===== config.mk =====
export PLATFORM = sky130hd
export DESIGN_NAME = fp_pwr_seq
export DESIGN_NICKNAME = d
export VERILOG_FILES = /design/src/rtl/fpps_pkg.sv /design/src/rtl/fpps_edge.sv /design/src/rtl/fpps_timer.sv /design/src/rtl/fpps_ctrl.sv /design/src/rtl/fpps_gate.sv /design/src/rtl/fp_pwr_seq.sv
export SDC_FILE = /design/constraint.sdc
export NUM_CORES = 1
export LEC_CHECK = 0
export ABC_AREA = 0
export BUFFER_PORTS_ARGS = -buffer_cell sky130_fd_sc_hd__buf_2
export CAP_MARGIN = 20
export CORE_MARGIN = 2
export CORE_UTILIZATION = 52
export DETAILED_ROUTE_END_ITERATION = 10
export GPL_ROUTABILITY_DRIVEN = 0
export HOLD_SLACK_MARGIN = 0.1
export PLACE_DENSITY_LB_ADDON = 0.25
export SYNTH_ARGS = -nofsm -noshare
export SYNTH_HDL_FRONTEND = slang
export SYNTH_SLANG_ARGS = --single-unit

===== constraint.sdc =====
create_clock -name clk -period 3.84 [get_ports clk]
set_input_delay 0.576 -clock clk [delete_from_list [all_inputs] [get_ports clk]]
set_output_delay 0.576 -clock clk [all_outputs]
set_load 0.02 [all_outputs]

===== src/rtl/fpps_pkg.sv =====
package fpps_pkg;
  localparam int unsigned NSTG  = 4;
  localparam int unsigned LVL_W = $clog2(NSTG + 1);

  typedef enum logic [1:0] {
    ST_OFF = 2'd0,
    ST_SEQ = 2'd1,
    ST_ON  = 2'd2
  } fp_stat_e;
endpackage


===== src/rtl/fpps_edge.sv =====
module fpps_edge (
  input  logic clk,
  input  logic rst_n,
  input  logic lvl_in,
  output logic rise,
  output logic fall
);
  logic prev_q;

  // Preset high: an enable already high at reset release is not a rise.
  always_ff @(posedge clk) begin
    if (!rst_n) prev_q <= 1'b1;
    else        prev_q <= lvl_in;
  end

  assign rise = lvl_in & ~prev_q;
  assign fall = ~lvl_in & prev_q;
endmodule


===== src/rtl/fpps_timer.sv =====
module fpps_timer #(
  parameter int unsigned CNT_W = 16
) (
  input  logic             clk,
  input  logic             rst_n,
  input  logic             restart,
  input  logic             busy,
  input  logic             tick,
  input  logic [CNT_W-1:0] dly,
  output logic             step
);
  logic [CNT_W-1:0] cnt_q;

  assign step = busy & tick & ~restart & (cnt_q >= dly);

  always_ff @(posedge clk) begin
    if (!rst_n)                      cnt_q <= '0;
    else if (restart || !busy || step) cnt_q <= '0;
    else if (tick)                   cnt_q <= cnt_q + 1'b1;
  end
endmodule


===== src/rtl/fpps_ctrl.sv =====
module fpps_ctrl
  import fpps_pkg::*;
(
  input  logic            clk,
  input  logic            rst_n,
  input  logic            rise,
  input  logic            fall,
  input  logic            step,
  output logic            busy,
  output logic [NSTG-1:0] stage,
  output fp_stat_e        stat
);
  logic             up_q;
  logic [LVL_W-1:0] lvl_q;
  logic [LVL_W-1:0] target;

  always_ff @(posedge clk) begin
    if (!rst_n)    up_q <= 1'b0;
    else if (rise) up_q <= 1'b1;
    else if (fall) up_q <= 1'b0;
  end

  assign target = up_q ? LVL_W'(NSTG) : '0;
  assign busy   = (lvl_q != target);

  always_ff @(posedge clk) begin
    if (!rst_n)    lvl_q <= '0;
    else if (step) lvl_q <= up_q ? lvl_q + 1'b1 : lvl_q - 1'b1;
  end

  for (genvar i = 0; i < NSTG; i++) begin : g_dec
    assign stage[i] = (lvl_q > LVL_W'(i));
  end

  always_comb begin
    if (!busy && !up_q)     stat = ST_OFF;
    else if (!busy && up_q) stat = ST_ON;
    else                    stat = ST_SEQ;
  end
endmodule


===== src/rtl/fpps_gate.sv =====
module fpps_gate #(
  parameter int unsigned PIX_W = 18
) (
  input  logic             sig_on,
  input  logic             hs_in,
  input  logic             vs_in,
  input  logic [PIX_W-1:0] pix_in,
  output logic             clk_en,
  output logic             hs_out,
  output logic             vs_out,
  output logic [PIX_W-1:0] pix_out
);
  assign clk_en = sig_on;
  assign hs_out = hs_in & sig_on;
  assign vs_out = vs_in & sig_on;

  for (genvar b = 0; b < PIX_W; b++) begin : g_pix
    assign pix_out[b] = pix_in[b] & sig_on;
  end
endmodule


===== src/rtl/fp_pwr_seq.sv =====
module fp_pwr_seq
  import fpps_pkg::*;
#(
  parameter int unsigned CNT_W = 16,
  parameter int unsigned PIX_W = 18
) (
  input  logic             clk,
  input  logic             rst_n,
  input  logic             tick,
  input  logic             pwr_en,
  input  logic [CNT_W-1:0] step_dly,
  input  logic             hs_in,
  input  logic             vs_in,
  input  logic [PIX_W-1:0] pix_in,
  output logic             vdd_on,
  output logic             sig_on,
  output logic             bias_on,
  output logic             bl_on,
  output logic             fp_clk_en,
  output logic             fp_hs,
  output logic             fp_vs,
  output logic [PIX_W-1:0] fp_pix,
  output logic [1:0]       status
);
  logic            en_rise, en_fall, busy, step;
  logic [NSTG-1:0] stage;
  fp_stat_e        stat;

  fpps_edge u_edge (
    .clk(clk), .rst_n(rst_n), .lvl_in(pwr_en), .rise(en_rise), .fall(en_fall)
  );

  fpps_timer #(.CNT_W(CNT_W)) u_timer (
    .clk(clk), .rst_n(rst_n), .restart(en_rise | en_fall), .busy(busy),
    .tick(tick), .dly(step_dly), .step(step)
  );

  fpps_ctrl u_ctrl (
    .clk(clk), .rst_n(rst_n), .rise(en_rise), .fall(en_fall), .step(step),
    .busy(busy), .stage(stage), .stat(stat)
  );

  assign vdd_on  = stage[0];
  assign sig_on  = stage[1];
  assign bias_on = stage[2];
  assign bl_on   = stage[3];
  assign status  = stat;

  fpps_gate #(.PIX_W(PIX_W)) u_gate (
    .sig_on(stage[1]), .hs_in(hs_in), .vs_in(vs_in), .pix_in(pix_in),
    .clk_en(fp_clk_en), .hs_out(fp_hs), .vs_out(fp_vs), .pix_out(fp_pix)
  );
endmodule


# After elaboration in Yosys (flattened, before gate mapping)
# Index checks and enable logic that the tools add are counted.
# Widths: inputs -> output; s select.
totals:
  reg_bits: 21
  latchBits: 0
  ram_bits: 0
  rom_bits: 0
  in_bits: 40
  output_inout_bits: 27
  wordCells: 57
  n_memories: 0
op_classes:
  n_addsub: 3
  mul: 0
  n_div: 0
  n_lt_le_gt_ge: 5
  n_eq_ne: 1
  shift: 0
  mux: 6
  bitwise_logic: 30
  n_reduce_logical: 8
ops:
  columns: ["op", "n"]
  rows:
  - ["$and 1x1->1", 25]
  - ["$add 16x1->16 const B", 1]
  - ["$ge 16x16->1", 1]
  - ["$gt 3x1->1 const B", 2]
  - ["$gt 3x2->1 const B", 2]
  - ["$mux 3", 2]
  - ["$mux 2", 2]
  - ["$not 1->1", 4]
  - ["$add 3x1->3 const B", 1]
  - ["$ne 3x3->1", 1]
  - ["$sub 3x1->3 const B", 1]
  - ["$logic_and 1x1->1", 2]
  - ["$logic_not 1->1", 2]
  - ["$logic_or 1x1->1", 2]
  - ["$mux 1", 2]
  - ["$reduce_bool 2->1", 1]
  - ["$reduce_or 2->1", 1]
  - ["$or 1x1->1", 1]

# Longest topological paths before layout
# Gate-level depths: netlist (run 1).
depth:
  depth_word: 8
  depth_mapped: 9
  mapped_depth_nobuf: 8

# Modules after synthesis
# Synthesis (run 1) repeated with hierarchy kept, for this count alone.
unflattened:
  hier_cells: 200
  hier_area_um2: 1714.1
modules_own_cells:
  columns: ["module", "n_inst", "cells_per_inst", "area_per_inst_um2", "seq_area_each_um2"]
  rows:
  - ["fpps_timer", 1, 137, 1222.4, 320.3]
  - ["fpps_ctrl", 1, 35, 285.3, 80.1]
  - ["fpps_gate", 1, 23, 161.4, 0.0]
  - ["fpps_edge", 1, 4, 38.8, 20.0]
  - ["fp_pwr_seq", 1, 1, 6.3, 0.0]

# Worst setup path before layout (run 1)
# Ideal clock, no wire load.
synth_path:
  kind: "input port to flip-flop"
  start: "input port step_dly[0]"
  end: "register u_timer.cnt_q[9]"
  setup_time_ns: 0.062
  t_arrival_ns: 2.162
  t_required_ns: 3.778
  path_slack_ns: 1.616
  path_stages: 8
  n_path_buf: 1
  path_cell_list: "ha_1 -> nand2b_1 -> a2111o_1 -> a32oi_2 -> nand2_1 -> a21o_4 -> buf_8 -> nor2_4"
synth_via:
  elab_chain_len: 4
synth_rtl:
  columns: ["item", "line", "text"]
  rows:
  - ["start, declared", "fp_pwr_seq.sv:11", "input logic [CNT_W-1:0] step_dly,"]
  - ["$ge 16x16->1", "fpps_timer.sv:14", "assign step = busy & tick & ~restart & (cnt_q >= dly);"]
  - ["$and 1x1->1", "fpps_timer.sv:14", null]
  - ["$logic_or 1x1->1", "fpps_timer.sv:18", "else if (restart || !busy || step) cnt_q <= '0;"]
  - ["$reduce_or 2->1 (no source line)", null, null]
  - ["end signal, assigned", "fpps_timer.sv:19", "else if (tick) cnt_q <= cnt_q + 1'b1;"]
  - ["end, declared", "fpps_timer.sv:12", "logic [CNT_W-1:0] cnt_q;"]
# No other way between the ends.
# A chain may end at the register's enable or synchronous reset.

# Final worst setup path (run 1)
layout_path:
  start: "register u_ctrl.lvl_q[1]"
  end: "output port fp_pix[0]"
layout_via:
  elab_chain_len: 2
layout_rtl:
  columns: ["item", "line", "text"]
  rows:
  - ["start, declared", "fpps_ctrl.sv:14", "logic [LVL_W-1:0] lvl_q;"]
  - ["start signal, assigned", "fpps_ctrl.sv:28", "else if (step) lvl_q <= up_q ? lvl_q + 1'b1 : lvl_q - 1'b1;"]
  - ["$gt 3x1->1", "fpps_ctrl.sv:32", "assign stage[i] = (lvl_q > LVL_W'(i));"]
  - ["$and 1x1->1", "fpps_gate.sv:18", "assign pix_out[b] = pix_in[b] & sig_on;"]
  - ["end, declared", "fp_pwr_seq.sv:22", "output logic [PIX_W-1:0] fp_pix,"]
# No other way between the ends.

==> qor.txt, run 1 <==
run status: complete, no violations
Final HPWL DP: 2.724 mm
Worst-Skew Late Latency: 0.31 ns
DRT Wirelength: 3.257 mm
post-synthesis net count: 266
boundary pin count: 67
Final Max Tran Viols: 0
TritonRoute pass-1 iters: 4
Routed WL per cell: 10.54 microns
CTS H-tree depth: 1
placed instance count: 305
Seq pwr share: 0.583
worst hold path class: in -> reg
Max Clk Rate: 0.4414 GHz
Avg Cell Area, Syn: 8.356 sq um
RSZ-0062 raised after global routing: false
setup tns final: 0 ns
fin cells: 309
max_cap viols: 0
TritonCTS buffer count: 3
Pwr Total: 376.6 uW
Switching Fraction: 0.2445
Worst path slowest cell: dfxtp_1
antenna violations before repair: 0
crit path time final: 2.266 ns
final worst-path cycle share: 0.5900
# nets final: 330
top cells by area, synth: dfxtp_1, ha_1, nor2b_1
largest net degree at the start of global routing: 22
vias post-DR: 1456
combinational share of power: 0.118
#FFs+latches synth: 21
sequential element share of the synthesized area: 0.2491
Clock Sinks: 21
Worst setup EP type: output port
Rows: 20
CTS clk-pin slew, worst paths: 0.13 ns
initial DRC count: 44
Worst-Margin Slew: 0.3375 ns
worst endpoint required time: 3.26 ns
Root Driver: clkbuf_4
die area: 3717 sq um
Die Span X: 60.97 microns
CP max FO: 21
Pleak: 1.069 nW
CTS tree: built
Synth Warn #: 0
Antenna Nets Post-Route: 0
DRC Markers: 0
clock power share: 0.299
Final Hold Viols: 0
CTS resizes: 0
DR vias/cell: 4.712
number of diodes: 0
vias in the first global route: 1165
top cell type's share of synthesized area: 0.2491
Setup WS pre-CTS: 1.410 ns
Layout Area Growth over Synthesis: 22.24%
CTS Hold Buffers Added: 0
GRT Util Overall: 0.1774
Synth Cell Area: 1688 sq um
final global-route overflow total: 0
Critical Path Source Type: flip-flop
Power per Cell Area: 182.6 nW/um^2
cells after synthesis: 202
die extent in y: 60.97 microns
maximum VDD drop: 0.1299 mV
CP cell instances: inv_2, ha_1, a21oi_1, nor2_1, buf_4, nor2b_1, buf_2
clk_skew: 0.004173 ns
worst setup slack after layout: 1.574 ns
P_int: 284.6 uW
Max-Slew Margin vs Limit: 0.7750
sw power: 92.09 uW
WS Path Type: reg -> out
starting density of the core: 0.5484
final core utilization: 0.6703
layout cells sized above 1: 0.3208
area leader, netlist: dfxtp_1
first-pass GRT wire length: 5.016 mm
CTS Buffer Depth: 2
Yosys cell types: 31
CP arrival: 1.69 ns
Largest stage delay, worst path: 0.41 ns
Post CTS Setup Buffer Count: 0
core area: 3078 sq um
Port Buffers: 66
Final setup viols: 0
cells in the mapped netlist:
master     n
o21ai_0    5
mux2i_1    4
xor2_1    10
nand3_1    6
buf_8      1
nor3_1     1
ha_1      24
nor2b_1   21
buf_2      2
a21boi_1   1
a21oi_2    1
a21oi_1    9
nor2_4    10
clkbuf_1   4
inv_2      1
and2_1     2
nor2_1    13
a32oi_2    1
and3_1     6
buf_4      1
nand2_1   13
inv_1     24
a32oi_1    1
a2111o_1   1
nand2b_1   3
dfxtp_1   21
nor3b_1    1
nand4_1    5
xnor2_1    8
nor4_1     1
a21o_4     1
power groups by stage:
stage | clock network (mW) | logic [mW] | registers, mW
6_report | 0.113 | 0.0444 | 0.220
5_1_grt | 0.126 | 0.0508 | 0.220
4_1_cts | 0.116 | 0.0448 | 0.220
3_5_place_dp | 0 | 0.0446 | 0.224
3_3_place_gp | 0 | 0.0433 | 0.224
2_1_floorplan | 0 | 0.0234 | 0.224
layout by cell type (no fill, tap or decap):
master,instances
buf_2,66
xnor2_1,8
clkbuf_4,3
a32oi_1,1
nor2b_1,21
a2111o_1,1
nand4_1,5
a32oi_2,1
and3_1,6
nand2_1,13
nand2b_1,3
dfxtp_1,21
nor2_4,10
a21o_4,1
a21oi_1,9
inv_2,1
mux2i_1,4
xor2_1,10
a21boi_1,1
clkinvlp_4,1
and2_1,2
nor4_1,1
a21oi_2,1
o21ai_0,5
ha_1,24
nor3b_1,1
nand3_1,6
nor2_1,13
inv_1,24
buf_4,1
nor3_1,1
through the flow:
stage                     area [sq um]  hold WS, ns
final                             2063       0.4710
after global routing              2063       0.4742
after CTS                         2063       0.4690
after detailed placement          2033       0.5407
after global placement            2033       0.5301
after floorplan                   1688       0.4883
critical path: cells and delay by family (launching register included):
kind | cells | cell delay [ns]
AOI/OAI and AO/OA | 1 | 0.11
adders and majority gates | 1 | 0.18
buffers and inverters | 3 | 0.48
DFF | 1 | 0.41
and+or+nand+nor | 2 | 0.20
sequential cells by signal (all words and copies together), names as in the netlist:
register / flops
u_timer.cnt_q: 16
u_ctrl.up_q: 1
u_edge.prev_q: 1
u_ctrl.lvl_q: 3
worst paths after layout:
check        slack, ns           endpoint  depth (start not counted)               from
min               0.47      u_edge.prev_q                          2             pwr_en
min reg2reg       0.56  u_timer.cnt_q[15]                          2  u_timer.cnt_q[15]
max               1.57          fp_pix[0]                          7    u_ctrl.lvl_q[1]
max reg2reg       1.69   u_timer.cnt_q[0]                          8   u_timer.cnt_q[0]
cells by family after synthesis:
| group | share of synthesized area |
|---|---|
| and+or+nand+nor | 0.2906 |
| buffers and inverters | 0.08376 |
| adders and majority gates | 0.1779 |
| DFF | 0.2491 |
| AOI/OAI and AO/OA | 0.08154 |
| xor gates and xnor gates | 0.09340 |
| muxes | 0.02372 |
layer usage:
| layer | vias up | global-route usage | wire (microns) |
|---|---|---|---|
| li1 | 781 | - | - |
| met1 | 633 | 0.2523 | 1586 |
| met2 | 38 | 0.2826 | 1515 |
| met3 | 4 | 0.03198 | 128 |
| met4 | 0 | 0.03727 | 27 |
| met5 | - | 0 | 0 |
area by class of cell:
cell class,count,area (sq um)
clock buffer,3,22.52
clock inverter,1,7.507
fill,278,1015
inverter,25,93.84
multi-input combinational,148,1126
sequential,21,420.4
tap,44,55.05
timing repair buffer,67,337.8
Power figures use the tool's default switching activity.
==> inputs of run 2 (changes only) <==
--- a/config.mk
+++ b/config.mk
@@ -9,7 +9,7 @@
 export BUFFER_PORTS_ARGS = -buffer_cell sky130_fd_sc_hd__buf_2
 export CAP_MARGIN = 20
 export CORE_MARGIN = 2
-export CORE_UTILIZATION = 52
+export CORE_UTILIZATION = 44
 export DETAILED_ROUTE_END_ITERATION = 10
 export GPL_ROUTABILITY_DRIVEN = 0
 export HOLD_SLACK_MARGIN = 0.1
==> constraint.sdc (replaced) <==
create_clock -name clk -period 1.9 [get_ports clk]
set_input_delay 0.285 -clock clk [delete_from_list [all_inputs] [get_ports clk]]
set_output_delay 0.285 -clock clk [all_outputs]
set_load 0.02 [all_outputs]
==> run 2 against run 1 <==
Effect of this change: the flow now finishes with violations (setup timing); hold slack worse by 0.24 ns; utilization down 2.0 points; clock-buffer cell count unchanged; flip-flop and latch count unchanged; critical path depth up 1; worst setup slack worse by 1.6 ns; cell area up 15%; critical endpoint is now u_timer.cnt_q[15].
==> qor.txt, run 2 (synthesis gave the netlist of run 1 again) <==
run status: finished with violations
failing checks: setup timing
Routed WL per cell: 11.71 microns (+11%)
Setup WS pre-CTS: -0.1969 ns (-1.607 ns)
Layout Area Growth over Synthesis: 41.07%
final global-route overflow total: 0 (unchanged)
GRT Util Overall: 0.1860 (+0.008537)
vias in the first global route: 1486 (+28%)
final worst-path cycle share: 1.038
Clock Sinks: 21 (unchanged)
DRC Markers: 0 (unchanged)
Max Clk Rate: 0.5072 GHz
DR vias/cell: 4.675 (-0.79%)
RSZ-0062 raised after global routing: true
Antenna Nets Post-Route: 0 (unchanged)
Final setup viols: 18 (+18)
Worst-Skew Late Latency: 0.27 ns (-0.04 ns)
largest net degree at the start of global routing: 22 (unchanged)
TritonCTS buffer count: 3 (unchanged)
max FFs per register: 16 (unchanged)
Rows: 22 (+10%)
TritonRoute pass-1 iters: 4 (unchanged)
top flop regs: u_timer.cnt_q (16), u_ctrl.lvl_q (3)
maximum VDD drop: 0.2964 mV (+130%)
# nets final: 349 (+5.8%)
Port Buffers: 66 (unchanged)
fin cells: 332 (+7.4%)
layout cells sized above 1: 0.4472 (+0.1264)
vias post-DR: 1552 (+6.6%)
max_cap viols: 0 (unchanged)
Max-Slew Margin vs Limit: 0.7265 (-0.04846)
Worst path slowest cell: a2111o_1
CTS H-tree depth: 1 (unchanged)
antenna violations before repair: 0 (unchanged)
commonest non-fill, non-tap cells in the layout: buf_2, inv_1, nor2b_1, buf_4, ha_1
starting density of the core: 0.4610 (-0.08734)
most flop-heavy register: u_timer.cnt_q
CTS Hold Buffers Added: 0 (unchanged)
CTS clk-pin slew, worst paths: 0.08 ns (-0.05 ns)
boundary pin count: 67 (unchanged)
Post-Layout Inst Area: 2381 sq um (+15%)
final core utilization: 0.6504 (-0.01995)
worst endpoint required time: 2.11 ns (-1.15 ns)
most common library cell in the layout ignoring fill and taps: buf_2
number of diodes: 0 (unchanged)
Worst setup EP type: flip-flop
CTS Buffer Depth: 2 (unchanged)
CP bufs+invs: 1 (-2)
worst hold slack: 0.2281 ns (-0.2428 ns)
crit path time final: 1.971 ns
Critical Path Source Type: flip-flop
Root Driver: clkbuf_8
Die Span X: 65.94 microns (+8.1%)
Final HPWL DP: 2.853 mm (+4.7%)
Final Max Tran Viols: 0 (unchanged)
Largest stage delay, worst path: 0.38 ns (-0.03 ns)
placed instance count: 324 (+6.2%)
WS Path Type: reg -> reg
CP cell instances: inv_2, ha_4, nand2b_4, a2111o_1, a32oi_2, nand2_2, a21o_4, nor2_4
CTS tree: built
CP max FO: 8 (-62%)
Power per Cell Area: 357.9 nW/um^2 (+96%)
worst setup slack after layout: -0.07147 ns (-1.646 ns)
die area: 4347 sq um (+17%)
DRT Wirelength: 3.889 mm (+19%)
Worst-Margin Slew: 0.4092 ns (+0.07172 ns)
die extent in y: 65.94 microns (+8.1%)
Pleak: 1.187 nW (+11%)
Post-DP Area: 2152 sq um (+5.8%)
initial DRC count: 52 (+18%)
clk_skew: 0.007484 ns (+0.003311 ns)
core area: 3661 sq um (+19%)
worst hold path class: in -> reg
CP arrival: 2.18 ns (+0.49 ns)
delay-heaviest family, CP: compound AO/OA/AOI/OAI gates
Final Hold Viols: 0 (unchanged)
first-pass GRT wire length: 6.389 mm (+27%)
-- run 2: cell types whose count changed in the layout (fill, tap and decap cells not counted), sizes merged --
cell      delta
a21o         +1
buf         +18
clkinv       +1
clkinvlp     -1
-- run 2: final timing paths --
kind,start,end,slack [ns],cells past startpoint
min,pwr_en,u_edge.prev_q,0.23,2
max reg2reg,u_timer.cnt_q[0],u_timer.cnt_q[15],-0.07,8
max,u_timer.cnt_q[0],u_timer.cnt_q[15],-0.07,8
min reg2reg,u_timer.cnt_q[5],u_timer.cnt_q[5],0.60,2
-- run 2: worst register-to-register path, cell delays in order (launching register included) --
cell      delay, ns
dfxtp_2        0.34
inv_2          0.04
ha_4           0.20
nand2b_4       0.13
a2111o_1       0.38
a32oi_2        0.27
nand2_2        0.13
a21o_4         0.31
nor2_4         0.11
-- run 2: repair_timing --
item                       CTS  global route
setup endpoints to repair   41            19
buffers inserted             1             2
cloned                       1             0
pin swaps                    9            13
resized for setup           16            11
-- run 2: per-stage QoR --
stage          total power, mW  setup TNS (ns)
2_1_floorplan           0.4999         -0.3823
3_3_place_gp            0.5441          -3.701
3_5_place_dp            0.5466          -4.257
4_1_cts                 0.8559        -0.07261
5_1_grt                 0.8950          -2.281
6_report                0.8523         -0.8349
-- run 2: cell type report --
class | instances | area (sq um)
tap | 48 | 60.06
timing repair buffer | 85 | 473.0
sequential | 21 | 430.4
clock buffer | 3 | 41.29
fill | 348 | 1280
inverter | 25 | 93.84
clock inverter | 1 | 5.005
multi-input combinational | 149 | 1277
-- run 2: layer usage --
layer / global-route usage / vias to the layer above / part of all wire / wire (microns)
met1: 0.2313 / 697 / 0.44 / 1693
met2: 0.3245 / 29 / 0.51 / 1977
met4: 0.04337 / 0 / 0.014 / 53
met3: 0.04259 / 7 / 0.042 / 165
met5: 0 / - / 0 / 0
li1: - / 819 / - / -
-- run 2: power breakdown --
group | switching [mW] | total [mW] | internal (mW)
Sequential | 0.00178 | 0.442 | 0.440
Combinational | 0.0469 | 0.110 | 0.0627
Clock | 0.155 | 0.301 | 0.146
==> inputs of run 3 (changes only) <==
==> constraint.sdc (replaced) <==
create_clock -name clk -period 1.9 [get_ports clk]
set_input_delay 0.38 -clock clk [delete_from_list [all_inputs] [get_ports clk]]
set_output_delay 0.38 -clock clk [all_outputs]
set_load 0.02 [all_outputs]
==> run 3 against run 2 <==
Effect of this change: the flow still finishes with violations (setup timing); flip-flop and latch count did not move; global-route usage down 1.1 points; wire length rose by 0.13%; non-clock buffer count rose by 6; fmax fell by 0.85%; clock power fell by 2%; via count up 0.97%; register-to-register slack lost 0.02 ns; largest cell class unchanged.
==> qor.txt, run 3 (synthesis gave the netlist of run 1 again) <==
Power per Cell Area: 342.9 nW/um^2 (-4.2%)
setup tns final: -1.162 ns (-0.3269 ns)
Die Span X: 65.94 microns (unchanged)
die area: 4347 sq um (unchanged)
Clock Sinks: 21 (unchanged)
worst hold slack: 0.3291 ns (+0.1010 ns)
Final Max Tran Viols: 0 (unchanged)
Antenna Nets Post-Route: 0 (unchanged)
Final HPWL DP: 2.921 mm (+2.4%)
Rows: 22 (unchanged)
Critical Path Source Type: flip-flop
WS Path Type: reg -> reg
Setup WS pre-CTS: -0.2255 ns (-0.02857 ns)
final global-route overflow total: 0 (unchanged)
worst r2r path cells: 8 (unchanged)
Routed WL per cell: 11.52 microns (-1.6%)
initial DRC count: 38 (-27%)
DRT Wirelength: 3.894 mm (+0.13%)
GRT Util Overall: 0.1748 (-0.01117)
number of diodes: 0 (unchanged)
core area: 3661 sq um (unchanged)
DR vias/cell: 4.636 (-0.83%)
FF-to-FF End: u_timer.cnt_q[13]
vias in the first global route: 1387 (-6.7%)
worst setup slack after layout: -0.08828 ns (-0.01681 ns)
failing checks: setup timing
final worst-path cycle share: 1.046 (+0.008845)
worst hold path class: in -> reg
max FFs per register: 16 (unchanged)
Max-Slew Margin vs Limit: 0.7585 (+0.03198)
layout cells sized above 1: 0.4793 (+0.03213)
first-pass GRT wire length: 5.982 mm (-6.4%)
crit path time final: 1.988 ns (+0.01681 ns)
TritonRoute pass-1 iters: 4 (unchanged)
maximum VDD drop: 0.4323 mV (+46%)
CTS clk-pin slew, worst paths: 0.08 ns (about the same)
worst endpoint required time: 2.11 ns (about the same)
TritonCTS buffer count: 3 (unchanged)
vias post-DR: 1567 (+0.97%)
Pwr Total: 849.0 uW (-0.38%)
Root Driver: clkbuf_8
CP arrival: 2.19 ns (about the same)
CTS Buffer Depth: 2 (unchanged)
Worst R2R Start: u_timer.cnt_q[0]
Layout Area Growth over Synthesis: 46.70%
Pleak: 1.221 nW (+2.9%)
CTS tree: built
min-delay src: pwr_en
Worst-Skew Late Latency: 0.26 ns (about the same)
# nets final: 355 (+1.7%)
run status: finished with violations
crit path to: u_timer.cnt_q[13]
die extent in y: 65.94 microns (unchanged)
Max Clk Rate: 0.5029 GHz (-0.85%)
CTS Hold Buffers Added: 0 (unchanged)
CP startpoint: u_timer.cnt_q[0]
max_cap viols: 0 (unchanged)
most flop-heavy register: u_timer.cnt_q
commonest non-fill, non-tap cells in the layout: buf_2, buf_4, inv_1, nor2b_1, ha_1
RSZ-0062 raised after global routing: true
final core utilization: 0.6764 (+0.02597)
CP max FO: 8 (unchanged)
Final Hold Viols: 0 (unchanged)
most common library cell in the layout ignoring fill and taps: buf_2
Final setup viols: 18 (unchanged)
DRC Markers: 0 (unchanged)
starting density of the core: 0.4610 (unchanged)
Worst-Margin Slew: 0.3622 ns (-0.04699 ns)
largest net degree at the start of global routing: 17 (-23%)
top flop regs: u_timer.cnt_q (16), u_ctrl.lvl_q (3)
CTS H-tree depth: 1 (unchanged)
clk_skew: 0.008262 ns (+0.0007782 ns)
Worst setup EP type: flip-flop
boundary pin count: 67 (unchanged)
antenna violations before repair: 0 (unchanged)
worst reg2reg setup slack: -0.09 ns (-0.02 ns)
Port Buffers: 66 (unchanged)
==> run 3: cell types whose count changed in the layout (fill, tap and decap cells not counted), sizes merged <==
| cell | previous run | this run |
|---|---|---|
| buf | 85 | 91 |
==> run 3: worst min-delay path by stage <==
| stage | end | cells after the start | slack, ns |
|---|---|---|---|
| after floorplan | u_edge.prev_q | 1 | 0.45 |
| after global placement | u_timer.cnt_q[15] | 2 | 0.52 |
| after detailed placement | u_timer.cnt_q[15] | 2 | 0.52 |
| after CTS | u_edge.prev_q | 2 | 0.33 |
| after global routing | u_edge.prev_q | 2 | 0.33 |
| final | u_edge.prev_q | 2 | 0.33 |
==> run 3: power by group <==
part	leakage, nW	total (mW)	switching [mW]	internal [mW]
clock network	0.0255	0.296	0.150	0.146
logic	1.02	0.111	0.0464	0.0645
registers	0.174	0.442	0.00168	0.440
==> run 3: cell type report <==
| cell class | count | area (sq um) |
|---|---|---|
| clock buffer | 3 | 41.29 |
| clock inverter | 1 | 5.005 |
| fill | 320 | 1185 |
| inverter | 25 | 93.84 |
| multi-input combinational | 149 | 1296 |
| sequential | 21 | 434.2 |
| tap | 48 | 60.06 |
| timing repair buffer | 91 | 545.5 |
==> run 3: through the flow <==
step	cell area [sq um]	std cells
floorplan	1713	202
global placement	2193	327
detailed placement	2205	328
CTS	2341	334
global route	2476	338
finish	2476	338
==> run 3: repair_timing <==
action | CTS | global route
buffers inserted | 2 | 3
resized for setup | 13 | 29
gates cloned | 1 | 1
pin swaps | 17 | 12
endpoints found under the setup margin | 36 | 36
==> run 3: critical path, stage by stage, from the launching register on <==
cell	delay [ns]
dfxtp_2	0.34
inv_2	0.04
ha_4	0.19
nand2b_4	0.13
a2111o_1	0.40
a32oi_2	0.30
nand2_2	0.13
a21o_4	0.31
nor2_4	0.09
==> run 3: metal layers <==
layer,global-route usage,vias to the layer above,share of wire
met5,0,-,0
met1,0.2164,707,0.44
met4,0.04337,0,0.0069
met2,0.3081,21,0.52
met3,0.03578,2,0.033
li1,-,837,-
